[config.mk]
export PLATFORM = sky130hd
export DESIGN_NAME = twisted_ring_ctr
export DESIGN_NICKNAME = d
export VERILOG_FILES = /design/src/rtl/jc_pkg.sv /design/src/rtl/jc_action.sv /design/src/rtl/jc_phase_dec.sv /design/src/rtl/twisted_ring_ctr.sv
export SDC_FILE = /design/constraint.sdc
export NUM_CORES = 1
export LEC_CHECK = 0
export CAP_MARGIN = 0
export CORE_AREA = 2 2 39 41
export CTS_CLUSTER_SIZE = 28
export DETAILED_ROUTE_END_ITERATION = 8
export DIE_AREA = 0 0 41 43
export PLACE_DENSITY = 0.52
export SYNTH_ARGS = -nofsm -noshare
export SYNTH_HDL_FRONTEND = slang
export SYNTH_SLANG_ARGS = --single-unit
[constraint.sdc]
create_clock -name clk_i -period 1.4 [get_ports clk_i]
set_clock_uncertainty 0.15 [all_clocks]
set_input_delay 0.28 -clock clk_i [delete_from_list [all_inputs] [get_ports clk_i]]
set_output_delay 0.28 -clock clk_i [all_outputs]
set_load 0.005 [all_outputs]
[src/rtl/jc_pkg.sv]
package jc_pkg;

    // Choice of next-state source, highest priority first in the selector.
    typedef enum logic [1:0] {
        ACT_SHIFT  = 2'd0,
        ACT_REPAIR = 2'd1,
        ACT_SEED   = 2'd2,
        ACT_CLEAR  = 2'd3
    } jc_act_e;

endpackage

[src/rtl/jc_action.sv]
module jc_action
    import jc_pkg::*;
#(
    parameter int N = 4
) (
    input  logic         rst_i,
    input  logic         seed_load_i,
    input  logic [N-1:0] cur_i,
    output jc_act_e      act_o
);

    // Both end bits clear marks a word that must be repaired.
    // The all-zero cycle word also matches, and repairing it gives its normal successor.
    logic ends_low;

    assign ends_low = ~(cur_i[N-1] | cur_i[0]);

    always_comb begin
        if (rst_i) begin
            act_o = ACT_CLEAR;
        end else if (seed_load_i) begin
            act_o = ACT_SEED;
        end else if (ends_low) begin
            act_o = ACT_REPAIR;
        end else begin
            act_o = ACT_SHIFT;
        end
    end

endmodule

[src/rtl/jc_phase_dec.sv]
module jc_phase_dec #(
    parameter int N = 4,
    localparam int P = 2 * N
) (
    input  logic [N-1:0] cur_i,
    output logic [P-1:0] phase_o
);

    // Each phase bit uses the single pair of neighbouring bits that marks its word.
    for (genvar k = 0; k < P; k++) begin : g_term
        if (k == 0) begin : g_zero
            assign phase_o[k] = ~cur_i[N-1] & ~cur_i[0];
        end else if (k < N) begin : g_fill
            assign phase_o[k] = cur_i[k-1] & ~cur_i[k];
        end else if (k == N) begin : g_full
            assign phase_o[k] = cur_i[N-1] & cur_i[0];
        end else begin : g_drain
            assign phase_o[k] = ~cur_i[k-N-1] & cur_i[k-N];
        end
    end

endmodule

[src/rtl/twisted_ring_ctr.sv]
module twisted_ring_ctr
    import jc_pkg::*;
#(
    parameter int N = 4,          // register width, at least 2
    localparam int P = 2 * N      // number of cycle words
) (
    input  logic         clk_i,
    input  logic         rst_i,
    input  logic         seed_load_i,
    input  logic [N-1:0] seed_val_i,
    output logic [N-1:0] state_o,
    output logic [P-1:0] phase_o
);

    typedef struct packed {
        logic [N-1:0] ring;
    } ring_t;

    localparam logic [N-1:0] RING_ONE = {{(N-1){1'b0}}, 1'b1};

    ring_t   ring_d, ring_q;
    jc_act_e act;

    jc_action #(.N(N)) u_action (
        .rst_i       (rst_i),
        .seed_load_i (seed_load_i),
        .cur_i       (ring_q.ring),
        .act_o       (act)
    );

    always_comb begin
        ring_d = ring_q;
        unique case (act)
            ACT_CLEAR:  ring_d.ring = '0;
            ACT_SEED:   ring_d.ring = seed_val_i;
            ACT_REPAIR: ring_d.ring = RING_ONE;
            default:    ring_d.ring = {ring_q.ring[N-2:0], ~ring_q.ring[N-1]};
        endcase
    end

    always_ff @(posedge clk_i) begin
        ring_q <= ring_d;
    end

    jc_phase_dec #(.N(N)) u_dec (
        .cur_i   (ring_q.ring),
        .phase_o (phase_o)
    );

    assign state_o = ring_q.ring;

endmodule

; ---- Yosys cells after proc, flatten, opt, wreduce, memory -nomap -nowiden
; Cells that the tools add are included.
; W data, S select, Z words.
[totals]
word_cells = 21
input_bits = 7
ff_bits = 4
[op_classes]
bitwise = 13
n_mux = 4
eq_ne = 3
[op_table]
columns = operator, n
row1 = $pmux W4 S3, 1
row2 = $and A1 B1 Y1, 8
row3 = $eq A2 B2 Y1 const B, 2
row4 = $mux W2, 2
row5 = $not A1 Y1, 4
row6 = $eq A2 B1 Y1 const B, 1
row7 = $mux W1, 1
row8 = $or A1 B1 Y1, 1

; ---- Logic depth before layout (Yosys ltp)
[depth]
ltp_word = 6
mapped_depth = 3

; ---- Hierarchy
; A second synthesis with hierarchy kept.
[hier_totals]
cells_unflattened = 25
hier_area_um2 = 215.2
[modules_own_cells]
columns = module, n_inst, cells_per_inst, area_per_inst_um2, seq_area_each_um2
row1 = twisted_ring_ctr, 1, 14, 145.1, 80.1
row2 = jc_phase_dec, 1, 8, 52.6, 0.0
row3 = jc_action, 1, 3, 17.5, 0.0

; ---- Least setup slack after synthesis
; No wires, ideal clock.
[synth_path]
kind = register to output
from = reg ring_q (netlist bit state_o[3])
to = out phase_o[0]
arrival_time_ps = 640
t_required_ps = 970
setup_slack_ps = 330
n_path_buf = 0
path_stages_with_launch = 3
cell_sequence = dfxtp_1 > or2_4 > inv_1
[synth_between]
elab_chain_cells = 2
[synth_rtl]
columns = item, line_no
row1 = from (decl), twisted_ring_ctr.sv:21  ; ring_t ring_d, ring_q;
row2 = from (signal assigned), twisted_ring_ctr.sv:42  ; ring_q <= ring_d;
row3 = $not A1 Y1, jc_phase_dec.sv:12  ; assign phase_o[k] = ~cur_i[N-1] & ~cur_i[0];
row4 = $and A1 B1 Y1, jc_phase_dec.sv:12
row5 = to (decl), twisted_ring_ctr.sv:12  ; output logic [P-1:0] phase_o
; Every way passes these cells.

; ---- Worst setup path after layout
; Same ends and word-level chain as after synthesis.

==> metrics.txt <==
CP arrival=950 ps; Mapped Nets=31; Placed Area=428 µm²; PwrDens=810 mW/mm²; fmax=724 MHz; WL final=620 µm; final worst slack=19.1 ps; Final setup viols=0; pin count of the biggest net entering global routing=8; Nets=60; H-Tree Depth=1; final core utilization=32.0%; first-pass GRT wire length=876 µm; max reg flops=4; worst slew pin tran=230 ps; Mapped Area=198 µm²; Via Count=257; Final HPWL DP=460 µm; routed vias/inst=3.84; Crit-path slowest cell=dfxtp_4; Die W=41 µm; CTS tree=done; Clock Sinks=4; clock latency on the worst-skew pair=230 ps; fin crit period=1380 ps; Buf+Inv Stages, Crit Path=2; Pins Over Slew Limit=0; non-filler cells, final=67; outcome=finished, final reports clean; RSZ-0062 raised after global routing=true; Seq/Total Area, Yosys=40.5%; Initial Util=14.3%; Clock Path Buffers=2; GPL Wtd Cong=0.675; Cell variety after synth=11; crit path launch type=flip-flop; initial antenna violation count=0; Die Footprint=0.00176 mm²; TritonCTS buffer count=3; most frequent cells in the layout=clkdlybuf4s50_1, buf_2, nor2b_1, buf_4; mean routed wirelength per cell=9.25 µm; Required @ worst endpoint=970 ps; Core Rows=14; Mapped Cells=24; CP max FO=6; family with the most delay on the worst path=flip-flops; # diodes=0; slowest stage delay, CP=350 ps; proportion of layout cells with a drive suffix above 1=43.1%; final hold vios=0; Synth Register Bits=4; YS warnings=0; post-route cell area=443 µm²; crit end category=output pin; Top Ports=19; core area=0.00138 mm²; clock slew at reported path FFs=40 ps; CTS root buffer=clkbuf_4; CTS Hold Bufs=0; Final Cycle Share=98.6%; # placed instances=62; port bufs=18; Place WS=-157 ps; hold slack=438 ps; critical-path cell list=or2_4, inv_1, buf_2; Area Growth Syn to Fin=124%; max-cap viol count=0; Hold WC Path Type=flip-flop to flip-flop; CP Class=flip-flop to output pin; worst vdd ir=0.325 mV; Worst slew margin=84.6%; vias in the first global route=225; die height=43 µm; Post-Syn Area per Cell=8.24 µm²; total global-route track usage=7.82%; drt drc=0; first-pass detailed-route iteration total=1; Pleak=0.000225 µW; Routed Antenna Nets=0; DRT iter0 DRCs=0; global route total overflow=0
-- layout make-up --
| type | instances | area, µm² |
|---|---|---|
| fill | 168 | 941 |
| timing repair buffer | 24 | 190 |
| sequential | 4 | 92.6 |
| tap | 16 | 20.0 |
| multi-input combinational | 19 | 114 |
| clock buffer | 3 | 22.5 |
| inverter | 1 | 3.75 |
-- final timing paths --
path	start	end	slack [ps]	depth (start not counted)
min reg2reg	state_o[3]	state_o[0]	440	3
max	state_o[3]	phase_o[0]	20	3
min	state_o[3]	state_o[0]	440	3
max reg2reg	state_o[3]	state_o[3]	280	4
-- per-layer routing --
metal,wire length (µm),vias to the layer above,track usage [%]
li1,-,134,-
met1,252,105,8.65
met2,274,16,10.3
met3,85,2,3.14
met4,7,0,8.00
met5,0,-,0
-- through the flow --
step / total power [µW] / TNS [ps]
5_1_grt: 386 / -41.6
3_3_place_gp: 230 / -637
4_1_cts: 365 / -144
3_5_place_dp: 230 / -764
6_report: 359 / 0
2_1_floorplan: 156 / 0
-- synth_stat cells, drive strengths merged --
| cell | count | share of area, % |
|---|---|---|
| nand2 | 2 | 3.8 |
| nand3b | 2 | 7.6 |
| or2 | 1 | 4.4 |
| and2 | 1 | 3.2 |
| inv | 1 | 1.9 |
| and2b | 2 | 7.6 |
| nor2b | 4 | 13 |
| a21oi | 3 | 7.6 |
| dfxtp | 4 | 41 |
| mux2i | 1 | 5.1 |
| nor2 | 3 | 5.7 |
-- worst register-to-register path, delay by kind of cell, from the launching register on --
kind	cells	cell delay (ps)
simple gates	2	310
buf+inv	1	130
compound gates	1	60
flops	1	350
-- logic make-up after synthesis --
kind of cell,share of synthesized area [%]
buffers and inverters,1.90
DFF,40.5
AOI/OAI and AO/OA,7.59
and+or+nand+nor,44.9
muxes,5.06
-- power by group --
group	internal, µW	switching, µW	leakage, µW
combinational	60.8	29.0	0.000176
sequential	120	7.70	0.0000353
clock	95.8	45.9	0.0000138
-- repair_timing --
item / CTS / global route
gates cloned: 0 / 0
setup endpoints to repair: 12 / 7
pin swaps: 1 / 0
buffers inserted: 2 / 0
gates resized for setup: 37 / 8
hold endpoints to repair: 0 / 0
No activity file was read; power rests on OpenSTA's default activity.
